<file path="config.mk">
export PLATFORM = sky130hd
export DESIGN_NAME = rsv_monitor
export DESIGN_NICKNAME = d
export VERILOG_FILES = /design/src/rtl/rsv_pkg.sv /design/src/rtl/rsv_align.sv /design/src/rtl/rsv_track.sv /design/src/rtl/rsv_judge.sv /design/src/rtl/rsv_monitor.sv
export SDC_FILE = /design/constraint.sdc
export NUM_CORES = 1
export LEC_CHECK = 0
export BUFFER_PORTS_ARGS = -buffer_cell sky130_fd_sc_hd__buf_2
export CORE_MARGIN = 4
export CORE_UTILIZATION = 42
export CTS_BUF_LIST = sky130_fd_sc_hd__clkbuf_4 sky130_fd_sc_hd__clkbuf_8 sky130_fd_sc_hd__clkbuf_16
export DETAILED_ROUTE_END_ITERATION = 6
export HOLD_SLACK_MARGIN = 0.03
export PLACE_DENSITY = 0.84
export SETUP_SLACK_MARGIN = 0.2
export SYNTH_ARGS = -nofsm -noshare
export SYNTH_HDL_FRONTEND = slang
export SYNTH_SLANG_ARGS = --single-unit
export TNS_END_PERCENT = 30
</file>
<file path="constraint.sdc">
create_clock -name clk -period 1.2 [get_ports clk]
set_input_delay 0.24 -clock clk [delete_from_list [all_inputs] [get_ports clk]]
set_output_delay 0.24 -clock clk [all_outputs]
set_load 0.02 [all_outputs]
</file>
<file path="src/rtl/rsv_pkg.sv">
package rsv_pkg;

  typedef struct packed {
    logic done;
    logic pass;
  } sc_result_t;

  function automatic int unsigned grain_lsb(input int unsigned grain_bytes);
    return (grain_bytes <= 1) ? 0 : $clog2(grain_bytes);
  endfunction

endpackage

</file>
<file path="src/rtl/rsv_align.sv">
module rsv_align #(
  parameter int unsigned ADDR_W = 40,
  parameter int unsigned LSB    = 6
) (
  input  logic [ADDR_W-1:0] addr_in,
  output logic [ADDR_W-1:0] addr_out
);

  generate
    if (LSB == 0) begin : g_pass
      assign addr_out = addr_in;
    end else begin : g_mask
      assign addr_out = {addr_in[ADDR_W-1:LSB], {LSB{1'b0}}};
    end
  endgenerate

endmodule

</file>
<file path="src/rtl/rsv_track.sv">
module rsv_track #(
  parameter int unsigned ADDR_W = 40,
  parameter int unsigned LSB    = 6
) (
  input  logic              clk,
  input  logic              rst,
  input  logic              lr_fire,
  input  logic [ADDR_W-1:0] lr_tag,
  input  logic              sc_fire,
  input  logic              kill,
  output logic              valid_q,
  output logic [ADDR_W-1:0] tag_q,
  output logic [ADDR_W-1:0] view_q
);

  localparam logic [ADDR_W-1:0] IDLE_ADDR = '1;

  logic              valid_d;
  logic [ADDR_W-1:0] tag_d;

  always_comb begin
    valid_d = valid_q;
    tag_d   = tag_q;
    if (kill || sc_fire) valid_d = 1'b0;
    if (lr_fire && !kill) begin
      valid_d = 1'b1;
      tag_d   = lr_tag;
    end
  end

  always_ff @(posedge clk) begin
    if (rst) begin
      valid_q <= 1'b0;
      tag_q   <= '0;
      view_q  <= IDLE_ADDR;
    end else begin
      valid_q <= valid_d;
      tag_q   <= tag_d;
      view_q  <= valid_d ? tag_d : IDLE_ADDR;
    end
  end

  assert_idle_ones_R10: assert property (@(posedge clk) disable iff (rst)
    !valid_q |-> (view_q == IDLE_ADDR));

  assert_kill_drops_R7: assert property (@(posedge clk) disable iff (rst)
    kill |=> !valid_q);

  assert_sc_ends_R5: assert property (@(posedge clk) disable iff (rst)
    (sc_fire && !lr_fire) |=> !valid_q);

  assert_lr_sets_R2: assert property (@(posedge clk) disable iff (rst)
    (lr_fire && !kill) |=> (valid_q && view_q == $past(lr_tag)));

endmodule

</file>
<file path="src/rtl/rsv_judge.sv">
module rsv_judge
  import rsv_pkg::*;
#(
  parameter int unsigned ADDR_W = 40
) (
  input  logic              clk,
  input  logic              rst,
  input  logic              sc_fire,
  input  logic [ADDR_W-1:0] sc_tag,
  input  logic              kill,
  input  logic              valid_q,
  input  logic [ADDR_W-1:0] tag_q,
  output sc_result_t        res_q
);

  sc_result_t res_d;

  always_comb begin
    res_d.done = sc_fire;
    res_d.pass = sc_fire && valid_q && !kill && (sc_tag == tag_q);
  end

  always_ff @(posedge clk) begin
    if (rst) res_q <= '0;
    else     res_q <= res_d;
  end

  assert_done_pulse_R11: assert property (@(posedge clk) disable iff (rst)
    sc_fire |=> res_q.done);

  assert_done_quiet_R11: assert property (@(posedge clk) disable iff (rst)
    !sc_fire |=> !res_q.done);

  assert_pass_in_done_R11: assert property (@(posedge clk) disable iff (rst)
    res_q.pass |-> res_q.done);

  assert_kill_fails_R8: assert property (@(posedge clk) disable iff (rst)
    (sc_fire && kill) |=> !res_q.pass);

  assert_nores_fails_R4: assert property (@(posedge clk) disable iff (rst)
    (sc_fire && !valid_q) |=> !res_q.pass);

endmodule

</file>
<file path="src/rtl/rsv_monitor.sv">
module rsv_monitor
  import rsv_pkg::*;
#(
  parameter int unsigned ADDR_W      = 40,
  parameter int unsigned GRAIN_BYTES = 64
) (
  input  logic              clk,
  input  logic              rst,
  input  logic              lr_fire,
  input  logic [ADDR_W-1:0] lr_addr,
  input  logic              sc_fire,
  input  logic [ADDR_W-1:0] sc_addr,
  input  logic              trap_kill,
  input  logic              ext_clear,
  output logic              sc_done,
  output logic              sc_pass,
  output logic [ADDR_W-1:0] resv_addr,
  output logic              resv_valid
);

  localparam int unsigned LSB = grain_lsb(GRAIN_BYTES);

  logic [ADDR_W-1:0] lr_tag, sc_tag, tag_q, view_q;
  logic              kill, valid_q;
  sc_result_t        res_q;

  assign kill = trap_kill | ext_clear;

  rsv_align #(.ADDR_W(ADDR_W), .LSB(LSB)) u_align_lr (
    .addr_in(lr_addr), .addr_out(lr_tag));

  rsv_align #(.ADDR_W(ADDR_W), .LSB(LSB)) u_align_sc (
    .addr_in(sc_addr), .addr_out(sc_tag));

  rsv_track #(.ADDR_W(ADDR_W), .LSB(LSB)) u_track (
    .clk(clk), .rst(rst), .lr_fire(lr_fire), .lr_tag(lr_tag),
    .sc_fire(sc_fire), .kill(kill),
    .valid_q(valid_q), .tag_q(tag_q), .view_q(view_q));

  rsv_judge #(.ADDR_W(ADDR_W)) u_judge (
    .clk(clk), .rst(rst), .sc_fire(sc_fire), .sc_tag(sc_tag),
    .kill(kill), .valid_q(valid_q), .tag_q(tag_q), .res_q(res_q));

  assign sc_done    = res_q.done;
  assign sc_pass    = res_q.pass;
  assign resv_addr  = view_q;
  assign resv_valid = valid_q;

  assert_clear_drops_R6: assert property (@(posedge clk) disable iff (rst)
    ext_clear |=> !resv_valid);

  assert_match_pass_R3: assert property (@(posedge clk) disable iff (rst)
    (sc_fire && !kill && resv_valid && sc_tag == resv_addr) |=> sc_pass);

endmodule

</file>
# After elaboration in Yosys (flattened, before gate mapping)
# Index checks and enable logic that the tools add are counted.
dict set report totals {
  register_bits 83
  out_inout_bits 43
  elab_cells 18
}
dict set report classes {
  bitwise_logic 2
  mux 3
  n_eq_ne 1
  reduce_logical 7
}
# operator count
set ops {}
lappend ops {{$eq A40 B40 Y1} 1}
lappend ops {{$mux W40} 1}
lappend ops {{$logic_and A1 B1 Y1} 4}
lappend ops {{$mux W1} 2}
lappend ops {{$reduce_or A2 Y1} 1}
lappend ops {{$logic_not A1 Y1} 1}
lappend ops {{$logic_or A1 B1 Y1} 1}
lappend ops {{$not A1 Y1} 1}
lappend ops {{$or A1 B1 Y1} 1}

# Logic depth before layout (Yosys ltp)
dict set report depth {
  depth_word 6
  mapped_depth 5
  depth_no_buf 4
}

# Cells and area by module
# From an unflattened synthesis, not the netlist that was laid out.
dict set report hier_totals {
  cells_unflattened 360
  area_unflattened_um2 3583.4
}
# module cells_each area_each_um2 n_inst
set by_module_without_submodules {}
lappend by_module_without_submodules {rsv_track 219 2448.6 1}
lappend by_module_without_submodules {rsv_align 41 304.0 2}
lappend by_module_without_submodules {rsv_judge 58 520.5 1}
lappend by_module_without_submodules {rsv_monitor 1 6.3 1}

# Least setup slack after synthesis
# OpenSTA, ideal clock, no wires.
dict set report synth_path {
  kind {register -> register}
  from {register u_track.valid_q}
  to {register u_track.view_q[10]}
  arrival_time_ps 1141
  synth_period_minus_slack_ps 1271
  path_slack_ps -71
  path_stages_with_launch 5
  t_required_ps 1071
  path_cell_list {dfxtp_1 -> a21oi_1 -> nor4_2 -> clkbuf_1 -> nand2_1}
}
dict set report synth_via {
  elab_chain_cells 4
}
# item line_no
set synth_rtl {}
lappend synth_rtl {{start, declared} rsv_track.sv:11} ;# output logic valid_q,
lappend synth_rtl {{start signal, assigned} rsv_track.sv:37} ;# valid_q <= valid_d;
lappend synth_rtl {{$mux W1} rsv_track.sv:24} ;# if (kill || sc_fire) valid_d = 1'b0;
lappend synth_rtl {{$mux W1} rsv_track.sv:25} ;# if (lr_fire && !kill) begin
lappend synth_rtl {{$not A1 Y1 (no source line)} -}
lappend synth_rtl {{$reduce_or A2 Y1 (no source line)} -}
lappend synth_rtl {{end signal, assigned} rsv_track.sv:39} ;# view_q <= valid_d ? tag_d : IDLE_ADDR;
lappend synth_rtl {{end, declared} rsv_track.sv:13} ;# output logic [ADDR_W-1:0] view_q
# Every way passes these cells.
# A chain may end at the register's enable or synchronous reset.

# Final worst setup path
dict set report layout_path {
  from {register u_track.tag_q[38]}
  to {register u_judge.res_q[0] (netlist name)}
}
dict set report layout_via {
  elab_chain_cells 2
}
# item line_no
set layout_rtl {}
lappend layout_rtl {{start, declared} rsv_track.sv:12} ;# output logic [ADDR_W-1:0] tag_q,
lappend layout_rtl {{start signal, assigned} rsv_track.sv:38} ;# tag_q <= tag_d;
lappend layout_rtl {{$eq A40 B40 Y1} rsv_judge.sv:20} ;# res_d.pass = sc_fire && valid_q && !kill && (sc_tag == tag_q);
lappend layout_rtl {{$logic_and A1 B1 Y1} rsv_judge.sv:20}
# Every way passes these cells.

==> results.yml <==
logic_synthesis:
  yosys_warnings: 0
  syn_avg_cell_area_um2: 10.5
  syn_nets: 359
  synth.distinct_cells: 21
  syn_inst: 273
  synth_seq_cells: 83
  syn_area_um2: 2870
  synth-seq-area-share_pct: 57.8
sta:
  fmaxAchievable_mhz: 753
  post-route-period-util_pct: 111
  slew_headroom_pct: 71.8
  rsz0062_at_grt: "true"
  setup_tns_ns: -0.127
  finalSetupViolCount: 1
  drv_slew: 0
  finalHoldViolCount: 0
  tightest_slew_ns: 0.417
  fin_ws_ns: -0.127
  whs_ns: 0.145
  skew_ns: 0.00721
  fin_crit_ns: 1.33
cts:
  cts_buffer_depth: 2
  clock_latency_ns: 0.34
  clkTransAtPathRegs_ns: 0.08
  cts_made_buffers: 9
  cts_tree: "yes"
  hold_buffers: 0
  clock-root-buffer: "clkbuf_8"
  cts_max_level: 3
  cts.sinks: 83
setup_path:
  rr_endpoint: "u_judge.res_q[0]"
  endpoint_kind: "flip-flop"
  rrSetupSlack_ns: -0.13
  startpoint: "u_track.tag_q[38]"
  startpoint_type: "flip-flop"
  cp.required_ns: 1.46
  r2r_start: "u_track.tag_q[38]"
  reg2reg_depth: 4
  cp_data_arrival_time_ns: 1.58
  cp_max_fo: 2
  endpoint: "u_judge.res_q[0]"
  worst-setup-path-type: "flip-flop to flip-flop"
final_layout:
  fillerInstances: 484
  drive_gt1_share_pct: 61.2
  final_common_cell: "buf_2"
  regArea_um2: 1720
  fin_area_um2: 4470
  antennaDiodeCount: 0
  multi_input_area_um2: 1390
  layout_common_cells: "buf_2 (73), buf_6 (45), dfxtp_2 (43), dfxtp_1 (39), nor2_1 (35)"
  layout.nets: 491
  syn_to_final_growth_pct: 55.7
power_and_ir_drop:
  leakagePower_nw: 2.07
  peakVddDrop_mv: 0.705
  power_density_nw_per_um2: 1200
outcome:
  violations: "setup timing"
  outcome: "complete, but fails checks"
drt:
  first_pass_iters: 4
  antenna_left: 0
  avgRoutedWirePerCell_um: 15.8
  drcViolationCount: 0
  drtIter0Drc: 53
  vias: 2343
  routed_wl_mm: 7.69
  vias_per_cell: 4.81
global_routing:
  met3_usage_pct: 4.50
  grt_usage_pct: 17.6
  grt_start_max_net_pins: 30
  gr-usage-met2_pct: 31.4
  grt_antenna_before_repair: 0
  use_met1_pct: 19.9
  grt_pass1_wl_mm: 11.5
  grt_pass1_vias: 2453
  top_usage_layer: "met2"
  gr-total-overflow: 0
placed_design:
  hpwlAfterDp_mm: 5.01
  gp_congestion: 0.745
  io_buffer_count: 116
  dpl_cell_area_um2: 3590
floorplanning:
  row_count: 29
  start_util_pct: 44.2
  core_area_um2: 6490
  io_pins: 129
  die_y_um: 90.7
  die_w_um: 90.7
  dieArea_um2: 8230
worst_hold_path:
  min_path_type: "input port to flip-flop"
flow_run:
  max_cap_violations: 0
[layout make-up]
class	count	area share [%]
Multi-Input combinational cell	177	31.1
Timing Repair Buffer	133	24.1
Tap cell	77	2.15
Sequential cell	83	38.4
Clock inverter	4	0.559
Inverter	1	0.0839
Clock buffer	12	3.55
[per-layer routing]
metal,part of all wire [%],vias to the layer above
li1,-,1151
met1,39,1100
met2,53,76
met3,5.9,16
met4,1.9,0
met5,0,-
[cell usage after synthesis]
cell type | instances | area (um2)
mux2i_1 | 34 | 340
nor2_2 | 2 | 12.5
buf_6 | 3 | 33.8
a21oi_1 | 1 | 5.00
nand2_1 | 47 | 176
clkbuf_1 | 4 | 15.0
and2_1 | 7 | 43.8
nand2_4 | 1 | 11.3
xnor2_1 | 2 | 17.5
nor3_1 | 1 | 5.00
buf_2 | 4 | 20.0
nand3_1 | 1 | 5.00
nor4_1 | 9 | 56.3
nor4b_1 | 1 | 8.76
nand4_1 | 2 | 12.5
buf_4 | 1 | 7.51
dfxtp_1 | 83 | 1660
inv_2 | 1 | 3.75
xor2_1 | 32 | 280
nor4_2 | 2 | 25.0
nor2_1 | 35 | 131
[worst max-delay path, stage by stage (launching register included)]
cell and delay, ns:
dfxtp_1 0.35, xor2_1 0.19, nor4_1 0.31, nand4_1 0.15
nor4_2 0.25
[state kept, by name, summed over array words and instances (netlist names)]
name             flops
u_track.tag_q       40
u_track.view_q      40
u_judge.res_q        2
u_track.valid_q      1
[kinds of logic after synthesis]
logic type      Yosys count  share of synthesized area, %
simple gates            108                          17.0
buf+inv                  13                          2.79
compound gates            1                         0.174
mux                      34                          11.8
flops                    83                          57.8
xor+xnor                 34                          10.4
[worst min path at each step]
stage                     depth (start not counted)        startpoint  slack [ns]                  to
after floorplan                                   2               rst        0.34  u_track.view_q[26]
after global placement                            2  u_track.tag_q[0]        0.45   u_track.view_q[0]
after detailed placement                          2  u_track.tag_q[1]        0.45   u_track.view_q[1]
after CTS                                         3       lr_addr[11]        0.12  u_track.view_q[11]
after global routing                              3        lr_addr[6]        0.14   u_track.view_q[6]
final                                             3        lr_addr[7]        0.15   u_track.view_q[7]
[per-stage QoR]
step                cells  total power, mW  setup slack, ns  utilization [%]
detailed placement    465             3.44           -0.244             55.3
global placement      465             3.43           -0.244             55.3
global route          487             5.58           -0.193             68.9
floorplan             273             3.20           0.0741                -
finish                487             5.38           -0.127             68.9
CTS                   481             5.32           -0.112             64.5
[power by group]
group          total (mW)  internal (mW)  switching, mW
Combinational       0.656          0.322          0.334
Clock                1.84          0.882          0.959
Sequential           2.89           2.84         0.0481
[repair_timing]
action                                  in CTS  in global routing
buffers inserted                             0                  3
cloned                                       0                  3
endpoints found under the setup margin      83                 85
gates resized for setup                    156                 56
pin swaps                                   13                  6
No activity file was read; power rests on OpenSTA's default activity.
